==> src/rtl/sdclk_pkg.sv <==
package sdclk_pkg;

  // request sequencer states
  typedef enum logic [2:0] {
    SQ_IDLE = 3'd0,
    SQ_WAIT = 3'd1,
    SQ_GATE = 3'd2,
    SQ_LOAD = 3'd3,
    SQ_OPEN = 3'd4
  } sdclk_state_e;

endpackage

==> src/rtl/sdclk_idle_wait.sv <==
module sdclk_idle_wait #(
  parameter int TMO_CYCLES  = 1000,
  parameter bit IDLE_IS_SET = 1'b0
) (
  input  logic clk_i,
  input  logic rst_ni,
  input  logic arm_i,
  input  logic bus_stat_i,
  output logic bus_idle_o,
  output logic expire_o
);

  localparam int TW = $clog2(TMO_CYCLES + 1);

  logic [TW-1:0] wait_cnt_q;

  // polarity of the idle indication depends on the variant
  generate
    if (IDLE_IS_SET) begin : g_ready_flag
      assign bus_idle_o = bus_stat_i;
    end else begin : g_busy_flag
      assign bus_idle_o = ~bus_stat_i;
    end
  endgenerate

  assign expire_o = arm_i && !bus_idle_o && (wait_cnt_q == TW'(TMO_CYCLES - 1));

  always_ff @(posedge clk_i or negedge rst_ni) begin
    if (!rst_ni) begin
      wait_cnt_q <= '0;
    end else if (!arm_i || expire_o) begin
      wait_cnt_q <= '0;
    end else begin
      wait_cnt_q <= wait_cnt_q + 1'b1;
    end
  end

  // the window never runs past the limit
  p_wait_bound_r8: assert property (@(posedge clk_i) disable iff (!rst_ni)
    wait_cnt_q < TW'(TMO_CYCLES));

endmodule

==> src/rtl/sdclk_seq.sv <==
module sdclk_seq
  import sdclk_pkg::*;
#(
  parameter int FREQ_W    = 32,
  parameter int MAX_SHIFT = 9,
  parameter bit BYPASS_OK = 1'b1,
  localparam int SHW      = $clog2(MAX_SHIFT + 1)
) (
  input  logic              clk_i,
  input  logic              rst_ni,
  input  logic              wr_i,
  input  logic [FREQ_W-1:0] req_freq_i,
  input  logic [FREQ_W-1:0] src_freq_i,
  input  logic              ddr_mode_i,
  input  logic              bus_idle_i,
  input  logic              expire_i,
  input  logic              running_i,
  output logic              arm_o,
  output logic              en_o,
  output logic [SHW-1:0]    shift_o,
  output logic [FREQ_W-1:0] actual_o,
  output logic              busy_o,
  output logic              tmo_o
);

  localparam int WW = FREQ_W + MAX_SHIFT;

  sdclk_state_e      st_q;
  logic [FREQ_W-1:0] req_q, src_q;
  logic              ddr_q;
  logic [SHW-1:0]    shift_q;
  logic [FREQ_W-1:0] act_q;
  logic              en_q, tmo_q;

  // smallest exponent whose divided source does not exceed the request
  function automatic logic [SHW-1:0] f_pick(input logic [FREQ_W-1:0] src,
                                            input logic [FREQ_W-1:0] req,
                                            input logic allow_one);
    logic [WW-1:0] lim;
    logic          found;
    f_pick = SHW'(MAX_SHIFT);
    found  = 1'b0;
    for (int i = 0; i <= MAX_SHIFT; i++) begin
      lim = WW'(req) << i;
      if (!found && (allow_one || i != 0) && (lim >= WW'(src))) begin
        f_pick = SHW'(i);
        found  = 1'b1;
      end
    end
  endfunction

  logic              allow_one;
  logic [SHW-1:0]    pick_w;
  logic              stop_req;
  logic              wait_pass;   // event: idle seen while waiting
  logic              accept;      // event: write taken

  assign allow_one = BYPASS_OK && !ddr_q;
  assign pick_w    = f_pick(src_q, req_q, allow_one);
  assign stop_req  = (req_q == '0);
  assign wait_pass = (st_q == SQ_WAIT) && bus_idle_i;
  assign accept    = (st_q == SQ_IDLE) && wr_i;

  always_ff @(posedge clk_i or negedge rst_ni) begin
    if (!rst_ni) begin
      st_q    <= SQ_IDLE;
      req_q   <= '0;
      src_q   <= '0;
      ddr_q   <= 1'b0;
      shift_q <= SHW'(MAX_SHIFT);
      act_q   <= '0;
      en_q    <= 1'b0;
      tmo_q   <= 1'b0;
    end else begin
      tmo_q <= 1'b0;
      unique case (st_q)
        SQ_IDLE: begin
          if (accept) begin
            req_q <= req_freq_i;
            src_q <= src_freq_i;
            ddr_q <= ddr_mode_i;
            st_q  <= SQ_WAIT;
          end
        end
        SQ_WAIT: begin
          if (wait_pass) begin
            en_q <= 1'b0;
            st_q <= SQ_GATE;
          end else if (expire_i) begin
            tmo_q <= 1'b1;
            st_q  <= SQ_IDLE;
          end
        end
        SQ_GATE: begin
          if (!running_i) st_q <= SQ_LOAD;
        end
        SQ_LOAD: begin
          if (stop_req) begin
            shift_q <= SHW'(MAX_SHIFT);
            act_q   <= '0;
            st_q    <= SQ_IDLE;
          end else begin
            shift_q <= pick_w;
            act_q   <= src_q >> pick_w;
            st_q    <= SQ_OPEN;
          end
        end
        SQ_OPEN: begin
          en_q <= 1'b1;
          st_q <= SQ_IDLE;
        end
        default: st_q <= SQ_IDLE;
      endcase
    end
  end

  assign arm_o    = (st_q == SQ_WAIT);
  assign en_o     = en_q;
  assign shift_o  = shift_q;
  assign actual_o = act_q;
  assign busy_o   = (st_q != SQ_IDLE);
  assign tmo_o    = tmo_q;

  // gating starts only after idle was observed
  p_gate_after_idle_r7: assert property (@(posedge clk_i) disable iff (!rst_ni)
    (st_q == SQ_GATE && $past(st_q) == SQ_WAIT) |-> $past(bus_idle_i));

  // the divider is loaded only with the generator stopped
  p_load_gated_r5: assert property (@(posedge clk_i) disable iff (!rst_ni)
    (st_q == SQ_LOAD) |-> !running_i);

  // no bypass when it is not permitted
  p_no_bypass_r3: assert property (@(posedge clk_i) disable iff (!rst_ni)
    (st_q == SQ_LOAD && !allow_one) |=> (shift_q != '0));

  // a stop leaves the gate shut and reports zero
  p_stop_zero_r4: assert property (@(posedge clk_i) disable iff (!rst_ni)
    (st_q == SQ_LOAD && stop_req) |=> (act_q == '0 && !en_q));

  // the timeout flag is a single pulse
  p_tmo_pulse_r8: assert property (@(posedge clk_i) disable iff (!rst_ni)
    tmo_q |=> !tmo_q);

endmodule

==> src/rtl/sdclk_gen.sv <==
module sdclk_gen #(
  parameter int MAX_SHIFT = 9,
  localparam int SHW      = $clog2(MAX_SHIFT + 1),
  localparam int CW       = MAX_SHIFT + 1
) (
  input  logic           clk_i,
  input  logic           rst_ni,
  input  logic           en_i,
  input  logic [SHW-1:0] shift_i,
  output logic           running_o,
  output logic           sd_clk_o
);

  logic [CW-1:0] cnt_q;
  logic          run_q, clk_q;
  logic [CW-1:0] half_m1;
  logic          phase_end;  // event: a half period completes

  assign half_m1   = (CW'(1) << shift_i) - CW'(1);
  assign phase_end = (cnt_q == half_m1);

  always_ff @(posedge clk_i or negedge rst_ni) begin
    if (!rst_ni) begin
      run_q <= 1'b0;
      clk_q <= 1'b0;
      cnt_q <= '0;
    end else if (!run_q) begin
      if (en_i) begin
        run_q <= 1'b1;
        clk_q <= 1'b0;
        cnt_q <= '0;
      end
    end else if (!en_i && !clk_q) begin
      run_q <= 1'b0;
      cnt_q <= '0;
    end else if (phase_end) begin
      cnt_q <= '0;
      if (clk_q && !en_i) begin
        clk_q <= 1'b0;
        run_q <= 1'b0;
      end else begin
        clk_q <= ~clk_q;
      end
    end else begin
      cnt_q <= cnt_q + 1'b1;
    end
  end

  assign running_o = run_q;
  assign sd_clk_o  = clk_q;

  // checker counter for the length of each high phase
  logic [CW:0] hi_len_q;
  always_ff @(posedge clk_i or negedge rst_ni) begin
    if (!rst_ni)    hi_len_q <= '0;
    else if (clk_q) hi_len_q <= hi_len_q + 1'b1;
    else            hi_len_q <= '0;
  end

  // output is low while the gate is closed
  p_low_when_off_r6: assert property (@(posedge clk_i) disable iff (!rst_ni)
    !run_q |-> !clk_q);

  // every high phase is complete, also when closing
  p_high_len_r6: assert property (@(posedge clk_i) disable iff (!rst_ni)
    $fell(clk_q) |-> (hi_len_q == ((CW+1)'(1) << shift_i)));

  // no rising edge on the cycle the gate shuts
  p_no_rise_on_stop_r6: assert property (@(posedge clk_i) disable iff (!rst_ni)
    $rose(clk_q) |-> run_q);

endmodule

==> src/rtl/sdclk_divctl.sv <==
module sdclk_divctl #(
  parameter int FREQ_W      = 32,
  parameter int MAX_SHIFT   = 9,
  parameter int TMO_CYCLES  = 1000,
  parameter bit IDLE_IS_SET = 1'b0,
  parameter bit BYPASS_OK   = 1'b1,
  localparam int SHW        = $clog2(MAX_SHIFT + 1)
) (
  input  logic              clk_i,
  input  logic              rst_ni,
  input  logic              wr_i,
  input  logic [FREQ_W-1:0] req_freq_i,
  input  logic [FREQ_W-1:0] src_freq_i,
  input  logic              ddr_mode_i,
  input  logic              bus_stat_i,
  output logic              sd_clk_o,
  output logic              clk_on_o,
  output logic [SHW-1:0]    shift_o,
  output logic [FREQ_W-1:0] actual_freq_o,
  output logic              busy_o,
  output logic              tmo_o
);

  logic arm_w, bus_idle_w, expire_w, en_w, running_w;

  sdclk_idle_wait #(
    .TMO_CYCLES (TMO_CYCLES),
    .IDLE_IS_SET(IDLE_IS_SET)
  ) u_idle (
    .clk_i     (clk_i),
    .rst_ni    (rst_ni),
    .arm_i     (arm_w),
    .bus_stat_i(bus_stat_i),
    .bus_idle_o(bus_idle_w),
    .expire_o  (expire_w)
  );

  sdclk_seq #(
    .FREQ_W   (FREQ_W),
    .MAX_SHIFT(MAX_SHIFT),
    .BYPASS_OK(BYPASS_OK)
  ) u_seq (
    .clk_i     (clk_i),
    .rst_ni    (rst_ni),
    .wr_i      (wr_i),
    .req_freq_i(req_freq_i),
    .src_freq_i(src_freq_i),
    .ddr_mode_i(ddr_mode_i),
    .bus_idle_i(bus_idle_w),
    .expire_i  (expire_w),
    .running_i (running_w),
    .arm_o     (arm_w),
    .en_o      (en_w),
    .shift_o   (shift_o),
    .actual_o  (actual_freq_o),
    .busy_o    (busy_o),
    .tmo_o     (tmo_o)
  );

  sdclk_gen #(
    .MAX_SHIFT(MAX_SHIFT)
  ) u_gen (
    .clk_i    (clk_i),
    .rst_ni   (rst_ni),
    .en_i     (en_w),
    .shift_i  (shift_o),
    .running_o(running_w),
    .sd_clk_o (sd_clk_o)
  );

  assign clk_on_o = running_w;

  // the divider holds still while the clock runs
  p_shift_frozen_r5: assert property (@(posedge clk_i) disable iff (!rst_ni)
    (clk_on_o && $past(clk_on_o)) |-> $stable(shift_o));

  // output low whenever the gate is reported shut
  p_gate_low_r6: assert property (@(posedge clk_i) disable iff (!rst_ni)
    !clk_on_o |-> !sd_clk_o);

endmodule

==> config.mk <==
export PLATFORM = sky130hd
export DESIGN_NAME = sdclk_divctl
export DESIGN_NICKNAME = d
export VERILOG_FILES = /design/src/rtl/sdclk_pkg.sv /design/src/rtl/sdclk_idle_wait.sv /design/src/rtl/sdclk_seq.sv /design/src/rtl/sdclk_gen.sv /design/src/rtl/sdclk_divctl.sv
export SDC_FILE = /design/constraint.sdc
export NUM_CORES = 1
export LEC_CHECK = 0
export ABC_AREA = 1
export BUFFER_PORTS_ARGS = -buffer_cell sky130_fd_sc_hd__buf_4
export CORE_MARGIN = 2
export CORE_UTILIZATION = 48
export DETAILED_ROUTE_END_ITERATION = 6
export GPL_TIMING_DRIVEN = 0
export PLACE_DENSITY = 0.66
export SLEW_MARGIN = 40
export SYNTH_ARGS = -nofsm -noshare
export SYNTH_HDL_FRONTEND = slang
export SYNTH_SLANG_ARGS = --single-unit
==> constraint.sdc <==
create_clock -name clk_i -period 6.45 [get_ports clk_i]
set_input_delay 0.3225 -clock clk_i [delete_from_list [all_inputs] [get_ports clk_i]]
set_output_delay 0.3225 -clock clk_i [all_outputs]
set_load 0.005 [all_outputs]
After elaboration in Yosys (flattened, before gate mapping). Cells that the tools add are included.

Bits in registers: 128. Bits in latches: 0. Bits in writable memories: 0. Memory bits (read-only): 0. Bits of input ports: 69. Output and inout bits: 40. Logic and storage cells: 127. Memories: 0.

Add/sub/neg operators: 3. Multiply operators: 0. Div/mod/pow operators: 0. $lt $le $gt $ge: 10. Equality and inequality tests: 12. Shifts and indexed selects: 2. Muxes and demuxes: 47. Bitwise operators: 2. Reduce and logical (&&, ||, !) cells: 39.

Operators by type and width (number): $mux 10 (5); $mux 4 (11); $ge 41x32->1 (1); $ge 40x32->1 (1); $ge 39x32->1 (1); $ge 38x32->1 (1); $ge 37x32->1 (1); $ge 36x32->1 (1); $ge 35x32->1 (1); $ge 34x32->1 (1); $ge 33x32->1 (1); $ge 32x32->1 (1); $logic_not 32->1 (1); $mux 32 (1); $shr 32x4->32 (1); $mux 1 (23); $add 10x1->10 const B (2); $logic_and 1x1->1 (16); $mux 3 (5); $logic_not 1->1 (13); $pmux 3 s4 (1); $eq 10x10->1 (1); $eq 10x10->1 const B (1); $shl 1x4->10 const A (1); 15 further kinds (23).

Longest topological paths before layout.
Depth after elaboration: 32. Gate-level depth with buffers: 27. Mapped depth without buffers: 26.

By module. From an unflattened synthesis, not the netlist that was laid out.

Cell total of the unflattened synthesis: 1766. Area total of the unflattened synthesis: 12963.7 um2.

By module, submodules not included: sdclk_seq (times used 1, cells an instance 1519, area each 11375.9 um2, sequential area each 2655.0 um2); sdclk_gen (times used 1, cells an instance 174, area each 1032.2 um2, sequential area each 300.3 um2); sdclk_idle_wait (times used 1, cells an instance 73, area each 555.5 um2, sequential area each 250.2 um2).

Worst setup path before layout. Ideal clock, no wire load.

Kind: register -> register. Start: register u_seq.src_q[10]. End: register u_seq.act_q[14] (netlist: u_seq.actual_o[14]). Library setup time: 0.124 ns. Arrival time: 2.661 ns. Data required time: 6.326 ns. Path slack: 3.665 ns. Cell stages (with the launch flop): 20. Path buffers: 1. Period minus slack after synthesis: 2.785 ns. Cell sequence: dfrtp_1 -> inv_1 -> ha_1 -> nand2_1 -> inv_1 -> o21ai_0 -> nand2_1 -> a21oi_1 -> nand2_1 -> a21oi_1 -> nand4_1 -> nor2_2 -> nand4_2 -> nand2_4 -> buf_4 -> nand2_1 -> o211ai_1 -> nand3_1 -> nand3_1 -> nand3_1.

Word-level cells in the longest chain between the ends: 32. Elaborated cells between the ends (all ways): 50. Classes of those cells: order compare: 10; shift: 1; mux: 20; reduce/logical: 19.

Ends and longest elaborated chain: from (decl) (line sdclk_seq.sv:29) `logic [FREQ_W-1:0] req_q, src_q;`; from (signal assigned) (line sdclk_seq.sv:80) `src_q <= src_freq_i;`; $ge 32x32->1 (line sdclk_seq.sv:45) `if (!found && (allow_one || i != 0) && (lim >= WW'(src))) begin`; $logic_and 1x1->1 (line sdclk_seq.sv:45); $mux 1 (line sdclk_seq.sv:45); $logic_not 1->1 (line sdclk_seq.sv:45); $logic_and 1x1->1 (line sdclk_seq.sv:45); $mux 1 (line sdclk_seq.sv:45); $logic_not 1->1 (line sdclk_seq.sv:45); $logic_and 1x1->1 (line sdclk_seq.sv:45); (+16 left out); $logic_not 1->1 (line sdclk_seq.sv:45); $logic_and 1x1->1 (line sdclk_seq.sv:45); $mux 1 (line sdclk_seq.sv:45); $logic_not 1->1 (line sdclk_seq.sv:45); $logic_and 1x1->1 (line sdclk_seq.sv:45); $mux 4 (line sdclk_seq.sv:45); $shr 32x4->32 * (line sdclk_seq.sv:104) `act_q <= src_q >> pick_w;`; $mux 32 * (line sdclk_seq.sv:98) `if (stop_req) begin`; to (signal assigned) (line sdclk_seq.sv:104); to (decl) (line sdclk_seq.sv:32) `logic [FREQ_W-1:0] act_q;`.

Every way passes the cells marked *; elsewhere a longest branch is shown, timed or not. A chain may end at the register's enable or synchronous reset.

Final worst setup path.
Start: register u_seq.src_q[17]. End: register u_seq.act_q[22] (netlist: u_seq.actual_o[22]).

Same word-level chain as after synthesis.

==> impl_results.md <==
* Post-CTS Setup Bufs at 0
* Period minus WS final at 3.85 ns
* CTS Root Buffer Type: clkbuf_16
* Post-synthesis sequential area ratio at 0.254
* Worst Path Required at 6.77 ns
* Initial antenna violation count at 0
* Vias in the first global route at 11,700
* Remaining antenna violation count at 0
* Final Non-Filler Cells at 2,159
* Htree depth at 4
* CTS tree: yes
* DRC Markers at 0
* Clk Latency, worst-skew pair at 0.45 ns
* Busiest grt layer: met2
* Fin Setup TNS at 0 ns
* Routed length per placed instance at 17.8 um
* Worst slew pin tran at 0.848 ns
* Synth area leaders: ha_1 (25%), dfrtp_1 (25%), nand2_1 (11%)
* Overall via count from detail_route at 12,300
* Nets at 2,135
* Power share of the sequential group at 0.210
* FFs w/ async S/R, synth at 1.00
* Static Leakage at 7.42 nW
* Clock buffer depth at 2
* Flop2flop setup slack at 2.60 ns
* Synth Flop Type: dfrtp_1
* First-pass GRT wire length at 62.5 mm
* Worst-path clk slew at 0.07 ns
* Top Ports at 109
* GRT met1 Usage at 0.387
* P_sw at 4.46 mW
* Die area at 27,600 um2
* Rows at 59
* Int Power at 3.81 mW
* Worst Skew at 0.0155 ns
* Placed instance area at 13,900 um2
* Average cell area after synthesis at 7.50 um2
* Cell taking the most area after synthesis: ha_1
* Reg2reg start: u_seq.src_q[17]
* Status: finished, final reports clean
* Inst Count DP at 2,126
* Syn Inst Count at 1,682
* Global route total overflow at 0
* Diodes inserted at 0
* Hold path start: bus_stat_i
* Final hold violation count at 0
* Core Util, Final at 0.559
* Reg2Reg Capture Point: u_seq.actual_o[22]
* Clock Power Share at 0.123
* HPWL after DPL at 29.2 mm
* Post_cts resized at 0
* Share of cells above drive strength 1 at 0.119
* Die width at 166 um
* Worst hold stages at 2
* Fin area at 14,500 um2
* Slew margin rel. at 0.435
* Worst Path Arrival at 4.17 ns
* Worst min path class: in2reg
* Total GRT Usage at 0.281
* Largest net degree at the start of global routing at 73
* Total iterations of the first detailed-routing run at 5
* Clock Sinks at 128
* Core area at 25,900 um2
* GRT met3 Usage at 0.0360
* I/O Buffers at 108
* Syn_nets at 2,006
* Fin. max-slew vios at 0
* Detailed Route WL at 38.5 mm
* Worst hold margin at 0.0960 ns
* RePlAce Congestion at 0.911
* GR Layer Usage met2 at 0.458
* Startpoint types: register
* Worst setup startpoint: u_seq.src_q[17]
* Post-synthesis cell area at 12,600 um2
* Unrepaired setup endpoints after global routing: false
* Initial Util at 0.487
* Final setup violating endpoints at 0
* 1st-iter DRT viols at 877
* Crit share post-route at 0.597
* Hold path endpoint: u_seq.st_q[1]
* Layout area overhead at 14.8%
* Fmax at 260 MHz
* Worst VDD drop at 0.000254 V
* Comb power frac at 0.668
* Num CTS Buffers at 17
* PwrDens at 571 nW/um2
* Max-Cap Viols at 0
* Top cell type's share of synthesized area at 0.253
* Switching Share at 0.539
* Post-synthesis register bit count at 128
* Type of the worst setup path: reg2reg
* Syn. warnings at 0
* Reg2reg path depth at 19
* Critical Path Sink Type: register
* Via density at 5.71
* Distinct cells, synth at 45
* Die H at 166 um
* Crit path max fanout at 10
* EDFF count, synth at 0
## area by class of cell
class,instances,area (um2)
timing repair buffer,110,856
fill,2487,11400
buffer,39,189
inverter,148,556
tap,335,419
clock inverter,15,168
sequential,128,3210
multi-input combinational,1367,8660
clock buffer,17,425
## placed cells by master, fill, tap and decap left out, types with 2 or more instances in the layout
master        n
nand2_1     364
ha_1        255
nand3_1     213
a21oi_1     156
nor2_1      143
inv_1       140
dfrtp_1     126
buf_4       112
o21ai_0      46
nand4_1      33
mux2_2       28
o211ai_1     22
clkbuf_1     20
clkbuf_16    17
nor3_1       16
xor2_1       15
nor4_1       14
buf_2        13
o21a_1        8
a21o_1        8
inv_2         7
o22ai_1       7
inv_6         6
nor2_2        4
o32ai_1       4
inv_8         4
nor2_4        3
nand3b_1      3
a211oi_1      3
xnor2_1       2
nand2_2       2
a21oi_2       2
nor4_2        2
o21bai_1      2
o21ai_2       2
clkinvlp_4    2
dfstp_2       2
## critical path: stages, from the launching register on
cell	delay [ns]
dfrtp_1	0.40
inv_1	0.41
ha_1	0.36
a21oi_1	0.14
nand2_1	0.08
a21oi_1	0.25
nand2_1	0.15
nand2_1	0.08
nand3_1	0.09
nor2_1	0.20
nand4_1	0.16
nor2_2	0.17
nand2_2	0.10
nor3_4	0.30
inv_2	0.16
nand2_1	0.13
inv_2	0.11
buf_2	0.21
nand3_1	0.14
nand3_1	0.08
## synth_stat cells (all sizes together), types with 2 or more instances
cell / n
nor4: 16
o22ai: 7
nand4: 34
xnor2: 2
o32ai: 4
xor2: 15
o211ai: 22
nor3: 17
nor2: 150
o21a: 8
a21o: 8
clkbuf: 20
o21bai: 2
a21oi: 158
dfrtp: 126
nand3: 213
dfstp: 2
nand2: 367
o21ai: 49
inv: 147
a211oi: 3
buf: 19
mux2: 28
nand3b: 3
ha: 255
## registers in the layout, summed over array words and instances, names as in the netlist
| name | cells |
|---|---|
| u_gen.sd_clk_o | 1 |
| u_seq.en_o | 1 |
| u_gen.running_o | 1 |
| u_seq.actual_o | 32 |
| u_idle.wait_cnt_q | 10 |
| u_seq.req_q | 32 |
| u_seq.ddr_q | 1 |
| u_seq.tmo_o | 1 |
| u_gen.cnt_q | 10 |
| u_seq.src_q | 32 |
| u_seq.shift_o | 4 |
| u_seq.st_q | 3 |
## per-stage QoR
| stage | power (mW) | setup WS [ns] |
|---|---|---|
| after floorplan | 5.50 | 3.66 |
| after global placement | 6.97 | 2.75 |
| after detailed placement | 7.17 | 2.69 |
| after CTS | 8.23 | 2.66 |
| after global routing | 9.20 | 2.30 |
| final | 8.27 | 2.60 |
## what timing repair did
item / 4_1_cts / 5_1_grt
hold buffers: 1 / 0
endpoints found under the hold margin: 56 / 0
endpoints found under the setup margin: 0 / 0
## power by group through the flow
stage / Clock [mW] / Combinational (mW) / Sequential, mW
6_report: 1.02 / 5.52 / 1.73
3_5_place_dp: 0 / 5.43 / 1.74
2_1_floorplan: 0 / 3.98 / 1.52
5_1_grt: 1.07 / 6.35 / 1.79
4_1_cts: 1.03 / 5.47 / 1.72
3_3_place_gp: 0 / 5.24 / 1.72
## worst max path at each step
stage,endpoint,slack [ns],cells past startpoint
after floorplan,u_seq.actual_o[14],3.66,19
after CTS,u_seq.actual_o[22],2.66,19
after global placement,u_seq.actual_o[22],2.75,21
after detailed placement,u_seq.actual_o[20],2.69,19
after global routing,u_seq.actual_o[22],2.30,19
final,u_seq.actual_o[22],2.60,19
## cell families (layout without fill, tap and decap cells)
group,Yosys count,after routing,synth area share
AOI/OAI and AO/OA,266,266,0.119
buffers and inverters,187,329,0.0590
DFF,128,128,0.254
muxes,28,28,0.0250
xor gates and xnor gates,17,17,0.0118
adders and majority gates,255,255,0.253
and+or+nand+nor,801,801,0.278
## per-layer routing
layer	vias to the layer above	part of all wire
li1	6116	-
met1	5787	0.46
met2	364	0.46
met3	64	0.058
met4	0	0.027
met5	-	0
Power figures use the tool's default switching activity.
